==> src/rtl/hps_pkg.sv <==
package hps_pkg;

   typedef struct packed {
      logic en_main;
      logic en_aux;
      logic uv_12;
      logic uv_3v3;
      logic uv_stby;
      logic oc_fast;
      logic oc_slow;
      logic ot_slot;
      logic ot_global;
      logic force_n;
   } hps_flags_t;

   localparam int FLAG_W = $bits(hps_flags_t);

   // Level every synchronizer stage holds in reset: all flags quiet,
   // force request released (active low).
   localparam hps_flags_t FLAGS_IDLE = '{force_n: 1'b1, default: 1'b0};

endpackage

==> src/rtl/hps_sync.sv <==
module hps_sync #(
   parameter int             W       = 1,
   parameter int             STAGES  = 2,
   parameter logic [W-1:0]   RST_VAL = '0
) (
   input  logic          clk,
   input  logic          rst_n,
   input  logic [W-1:0]  d,
   output logic [W-1:0]  q
);

   generate
      if (STAGES < 2) begin : g_bad_stages
         $error("hps_sync: STAGES must be at least 2");
      end
      if (W < 1) begin : g_bad_width
         $error("hps_sync: W must be at least 1");
      end
   endgenerate

   logic [STAGES-1:0][W-1:0] chain;

   always_ff @(posedge clk or negedge rst_n) begin
      if (!rst_n) begin
         for (int i = 0; i < STAGES; i++) chain[i] <= RST_VAL;
      end else begin
         chain[0] <= d;
         for (int i = 1; i < STAGES; i++) chain[i] <= chain[i-1];
      end
   end

   assign q = chain[STAGES-1];

endmodule

==> src/rtl/hps_slow_filter.sv <==
module hps_slow_filter #(
   parameter int  CYCLES = 16,
   localparam int CW     = (CYCLES < 1) ? 1 : $clog2(CYCLES + 1)
) (
   input  logic          clk,
   input  logic          rst_n,
   input  logic          trip,
   output logic          expired,
   output logic [CW-1:0] count
);

   generate
      if (CYCLES < 0) begin : g_bad_cycles
         $error("hps_slow_filter: CYCLES must not be negative");
      end

      if (CYCLES == 0) begin : g_no_filter
         assign count   = '0;
         assign expired = trip;
      end else begin : g_counter
         localparam logic [CW-1:0] LIMIT = CW'(CYCLES);
         logic [CW-1:0] cnt_q;

         always_ff @(posedge clk or negedge rst_n) begin
            if (!rst_n)            cnt_q <= '0;
            else if (!trip)        cnt_q <= '0;
            else if (cnt_q != LIMIT) cnt_q <= cnt_q + 1'b1;
         end

         assign count   = cnt_q;
         assign expired = trip && (cnt_q == LIMIT);
      end
   endgenerate

endmodule

==> src/rtl/hps_fault_core.sv <==
module hps_fault_core
   import hps_pkg::*;
(
   input  logic       clk,
   input  logic       rst_n,
   input  hps_flags_t flg,
   input  logic       slow_expired,
   input  logic       force_inhibit,
   output logic       en_any,
   output logic       force_act,
   output logic       fault_q,
   output logic       pgood_q
);

   logic uv_any;
   logic trip_now;
   logic fault_d;

   always_comb begin
      en_any    = flg.en_main | flg.en_aux;
      force_act = ~flg.force_n & ~force_inhibit;
      uv_any    = flg.uv_12 | flg.uv_3v3 | flg.uv_stby;
      trip_now  = uv_any
                | flg.oc_fast
                | (flg.oc_slow & slow_expired)
                | (flg.oc_slow & flg.ot_slot)
                | flg.ot_global;
      fault_d   = en_any & ~force_act & (fault_q | trip_now);
   end

   always_ff @(posedge clk or negedge rst_n) begin
      if (!rst_n) begin
         fault_q <= 1'b0;
         pgood_q <= 1'b0;
      end else begin
         fault_q <= fault_d;
         pgood_q <= en_any & ~force_act & ~uv_any & ~fault_d;
      end
   end

endmodule

==> src/rtl/hp_slot_supervisor.sv <==
module hp_slot_supervisor
   import hps_pkg::*;
#(
   parameter int  SYNC_STAGES = 2,
   parameter int  FILT_CYCLES = 64,
   localparam int CW          = (FILT_CYCLES < 1) ? 1 : $clog2(FILT_CYCLES + 1)
) (
   input  logic clk,
   input  logic rst_n,
   input  logic en_main,
   input  logic en_aux,
   input  logic uv_12,
   input  logic uv_3v3,
   input  logic uv_stby,
   input  logic oc_fast,
   input  logic oc_slow,
   input  logic ot_slot,
   input  logic ot_global,
   input  logic force_on_n,
   input  logic force_inhibit,
   output logic fault_n,
   output logic pgood_n
);

   hps_flags_t flg_raw;
   hps_flags_t flg_s;
   logic       slow_expired;
   logic [CW-1:0] flt_cnt;
   logic       en_any;
   logic       force_act;
   logic       fault_q;
   logic       pgood_q;

   always_comb begin
      flg_raw.en_main   = en_main;
      flg_raw.en_aux    = en_aux;
      flg_raw.uv_12     = uv_12;
      flg_raw.uv_3v3    = uv_3v3;
      flg_raw.uv_stby   = uv_stby;
      flg_raw.oc_fast   = oc_fast;
      flg_raw.oc_slow   = oc_slow;
      flg_raw.ot_slot   = ot_slot;
      flg_raw.ot_global = ot_global;
      flg_raw.force_n   = force_on_n;
   end

   hps_sync #(
      .W       (FLAG_W),
      .STAGES  (SYNC_STAGES),
      .RST_VAL (FLAGS_IDLE)
   ) u_sync (
      .clk   (clk),
      .rst_n (rst_n),
      .d     (flg_raw),
      .q     (flg_s)
   );

   hps_slow_filter #(
      .CYCLES (FILT_CYCLES)
   ) u_filt (
      .clk     (clk),
      .rst_n   (rst_n),
      .trip    (flg_s.oc_slow),
      .expired (slow_expired),
      .count   (flt_cnt)
   );

   hps_fault_core u_core (
      .clk           (clk),
      .rst_n         (rst_n),
      .flg           (flg_s),
      .slow_expired  (slow_expired),
      .force_inhibit (force_inhibit),
      .en_any        (en_any),
      .force_act     (force_act),
      .fault_q       (fault_q),
      .pgood_q       (pgood_q)
   );

   assign fault_n = ~fault_q;
   assign pgood_n = ~pgood_q;

endmodule

==> config.mk <==
export PLATFORM = sky130hd
export DESIGN_NAME = hp_slot_supervisor
export DESIGN_NICKNAME = d
export VERILOG_FILES = /design/src/rtl/hps_pkg.sv /design/src/rtl/hps_sync.sv /design/src/rtl/hps_slow_filter.sv /design/src/rtl/hps_fault_core.sv /design/src/rtl/hp_slot_supervisor.sv
export SDC_FILE = /design/constraint.sdc
export NUM_CORES = 1
export LEC_CHECK = 0
export BUFFER_PORTS_ARGS = -buffer_cell sky130_fd_sc_hd__buf_2
export CORE_MARGIN = 10
export CORE_UTILIZATION = 45
export CTS_CLUSTER_SIZE = 30
export DETAILED_ROUTE_END_ITERATION = 6
export GPL_TIMING_DRIVEN = 0
export SLEW_MARGIN = 20
export SYNTH_ARGS = -nofsm -noshare
export SYNTH_HDL_FRONTEND = slang
export SYNTH_HIERARCHICAL = 1
export SYNTH_SLANG_ARGS = --single-unit
==> constraint.sdc <==
create_clock -name clk -period 3.4 [get_ports clk]
set_clock_uncertainty 0.2 [all_clocks]
set_input_delay 0.34 -clock clk [delete_from_list [all_inputs] [get_ports clk]]
set_output_delay 0.34 -clock clk [all_outputs]
set_load 0.01 [all_outputs]
* After elaboration in Yosys (flattened, before gate mapping) *
Index checks and enable logic that the tools add are counted.

word-level totals
  input port bits = 13
  flip-flop bits (word level) = 29

cells by class
  add/sub/neg operators = 1
  reductions and logical operators = 1
  multiplexer cells = 2
  equal/unequal tests = 3
  bitwise operators = 22

operators by type and width
  operator                                                         number
  7-bit two-way mux                                                2
  1-bit bitwise OR                                                 8
  7-bit by 1-bit adder with 7-bit output, second input constant    1
  1-bit bitwise AND                                                7
  7-bit equality test, second input constant                       1
  7-bit != test, second input constant                             1
  1-bit inverter                                                   7
  2-bit by 1-bit != test with 1-bit output, second input constant  1
  1-bit logical AND                                                1

* Logic depth before layout (Yosys ltp) *
  depth after elaboration = 10
  depth in mapped cells = 7
  depth with buffers taken out = 6

* By module *
Netlist, hierarchy kept.

modules (own cells, without submodules)
  module              cells an instance  seq. area each (µm²)  times used  area each (µm²)
  hps_sync            30                 503.0                 1           578.1
  hps_slow_filter     41                 175.2                 1           387.9
  hps_fault_core      11                 50.0                  1           108.9
  hp_slot_supervisor  2                  0.0                   1           7.5

* Worst setup path after synthesis *
No wires, ideal clock.

  kind = reg2reg
  start point = reg u_filt.g_counter.cnt_q[3], in the netlist u_filt/count[3]
  end point = reg u_core.fault_q
  required time = 3101 ps
  arrival = 1372 ps
  path buffers = 1
  stages on the path, launching flop included = 7
  setup slack = 1729 ps
  cell sequence = dfrtp_1 -> nor4_1 -> and3_1 -> buf_2 -> and2_1 -> o21ai_0 -> a311oi_1

on the way
  cells in the longest elaborated chain, start to end = 8

ends and longest elaborated chain
  what                      line                      text
  start: declaration        hps_slow_filter.sv:22     logic [CW-1:0] cnt_q;
  start signal: assignment  hps_slow_filter.sv:27     else if (cnt_q != LIMIT) cnt_q <= cnt_q + 1'b1;
  7-bit equality test       hps_slow_filter.sv:31     assign expired = trip && (cnt_q == LIMIT);
  1-bit logical AND         hps_slow_filter.sv:31
  net slow_expired          hp_slot_supervisor.sv:27  logic slow_expired;
  1-bit bitwise AND         hps_fault_core.sv:25      | (flg.oc_slow & slow_expired)
  1-bit bitwise OR          hps_fault_core.sv:25
  1-bit bitwise OR          hps_fault_core.sv:26      | (flg.oc_slow & flg.ot_slot)
  1-bit bitwise OR          hps_fault_core.sv:27      | flg.ot_global;
  1-bit bitwise OR          hps_fault_core.sv:28      fault_d = en_any & ~force_act & (fault_q | trip_now);
  1-bit bitwise AND         hps_fault_core.sv:28
  net u_core.fault_d        hps_fault_core.sv:17      logic fault_d;
  end signal: assignment    hps_fault_core.sv:36      fault_q <= fault_d;
  end: declaration          hps_fault_core.sv:11      output logic fault_q,

The timed path passes the listed nets, and every way through them passes these cells.
A chain may end at the register's enable or synchronous reset.

* Worst setup path in the final report *
Same ends and word-level chain as after synthesis.

==> results.json <==
{
  "ios": 15,
  "max_clock_freq_ghz": 0.555,
  "clkTransAtPathRegs_ps": 100,
  "cap_viol_max_count": 0,
  "rsz0062_at_grt": "no",
  "start_kind": "flop",
  "ir_drop_mv": 0.378,
  "grt_first_pass_wirelength_um": 2930,
  "hp-class": "in2reg",
  "avgSynthCellArea_um2": 13.0,
  "wl_per_cell_um": 12.0,
  "hold_viol_final": 0,
  "critPathMaxFanout": 4,
  "cts_tree": "yes",
  "cellLeakagePower_nw": 0.641,
  "core_mm2": 0.00225,
  "antenna_cells": 0,
  "slew_headroom_pct": 59.6,
  "vias_per_cell": 4.50,
  "drv_slew": 0,
  "grt_pass1_vias": 675,
  "path_class": "reg2reg",
  "cts_buffer_depth": 2,
  "overflow": 0,
  "tns_ps": 0,
  "vias": 648,
  "port_buffers": 14,
  "critPathRequiredTime_ps": 3430,
  "status": "complete, no violations",
  "numCtsBuffers": 5,
  "ctsResizeCount": 0,
  "first_pass_iters": 2,
  "area_growth_pct": 28.2,
  "insertion_delay_ps": 320,
  "start_util_pct": 47.8,
  "clock_sinks": 29,
  "postRouteAntennaNets": 0,
  "place_hpwl_um": 1110,
  "grt_usage_pct": 8.94,
  "drt_iter0_markers": 5,
  "cts.root.buffer_cell": "clkbuf_4",
  "die_w_um": 69.0,
  "htreeDepth": 2,
  "cp_data_arrival_time_ps": 1830,
  "nets": 130,
  "synth.net_count": 98,
  "cts_hold_buf": 11,
  "drc_errors": 0,
  "syn_area_mm2": 0.00108,
  "die_h_um": 69.0,
  "setup_viol": 0,
  "fp-row-count": 17,
  "yosysWarningCount": 6,
  "finalCritPeriodShare_pct": 53.0,
  "cp-end-kind": "flop",
  "dieArea_mm2": 0.00475,
  "worst_slew_pin_slew_ps": 607,
  "grt_antenna_before_repair": 0,
  "finalWirelength_um": 1720,
  "fill_cells": 200,
  "synth_cells": 83,
  "grt_max_degree": 30,
  "min_period_ps": 1800,
  "post-cts-setup-buffer-count": 0,
  "gp_congestion": 0.802,
  "layout-drive-gt1-share_pct": 32.8,
  "power.density_mw_per_mm2": 514,
  "power.total_uw": 710
}
worst max-delay path, cell delays in order, from the launching register on:
cell	delay [ps]
dfrtp_1	430
nor4_1	250
and3_1	170
buf_2	150
and2_1	130
o21ai_0	100
a311oi_1	280
flip-flops by register name, summed over array words and instances (netlist names):
name / flops
u_sync/q: 10
u_sync/chain: 10
u_core/fault_q: 1
u_filt/count: 7
u_core/pgood_q: 1
final timing paths:
kind | startpoint | to | slack, ps | cells past startpoint
hold reg to reg | u_sync/chain[9] | u_sync/q[9] | 150 | 0
setup reg to reg | u_filt/count[3] | u_core/fault_q | 1600 | 6
hold / removal | force_inhibit | u_core/fault_q | 100 | 3
max in group asynchronous | rst_n | u_filt/count[4] | 2240 | 2
setup / recovery | u_filt/count[3] | u_core/fault_q | 1600 | 6
min in group asynchronous | rst_n | u_sync/q[1] | 350 | 2
stage by stage:
stage	instances	hold WS [ps]	worst slack, ps	area, µm²	utilization (%)
2_1_floorplan	83	-156	1730	1080	-
3_3_place_gp	125	131	1600	1180	52.5
3_5_place_dp	125	135	1600	1180	52.5
4_1_cts	144	90.3	1580	1380	61.3
5_1_grt	144	109	1390	1380	61.3
6_report	144	104	1600	1380	61.3
layout by cell type, fill, tap and decap left out:
cell           instances
a21boi_0               1
a311oi_1               1
and2_1                 3
and3_1                 1
and4_1                 1
buf_2                 16
buf_4                 10
bufinv_16              1
clkbuf_4               5
clkbuf_8               1
clkinvlp_4             1
dfrtp_1               27
dfstp_2                2
dlygate4sd3_1         11
ha_1                   2
inv_1                  4
mux2i_1                2
nand2_1                8
nand3_1                2
nand3_2                1
nand3b_1               1
nor2_1                 4
nor4_1                 1
nor4_2                 1
o21ai_0                3
o22a_1                 1
o22ai_1                1
or3_1                  1
or4b_1                 1
xnor2_1                2
final cells by class:
cell class / count / area (µm²) / area share [%]
sequential: 29 / 728 / 52.7
multi-input combinational: 38 / 250 / 18.1
timing repair buffer: 25 / 180 / 13.0
buffer: 12 / 85.1 / 6.15
clock buffer: 6 / 51.3 / 3.71
clock inverter: 2 / 37.5 / 2.71
tap: 28 / 35.0 / 2.53
inverter: 4 / 15.0 / 1.09
power breakdown:
group / switching, mW / total [mW] / internal (mW)
sequential: 0.00725 / 0.369 / 0.361
clock: 0.118 / 0.293 / 0.175
combinational: 0.0208 / 0.0486 / 0.0278
total: 0.146 / 0.710 / 0.564
metal layers:
metal	global-route usage (%)	vias up	routed length, µm
li1	-	328	-
met1	9.12	304	731
met2	13.9	14	831
met3	5.31	2	135
met4	5.17	0	23
met5	0	-	0
Note: power is estimated with default switching activity, not from simulation.
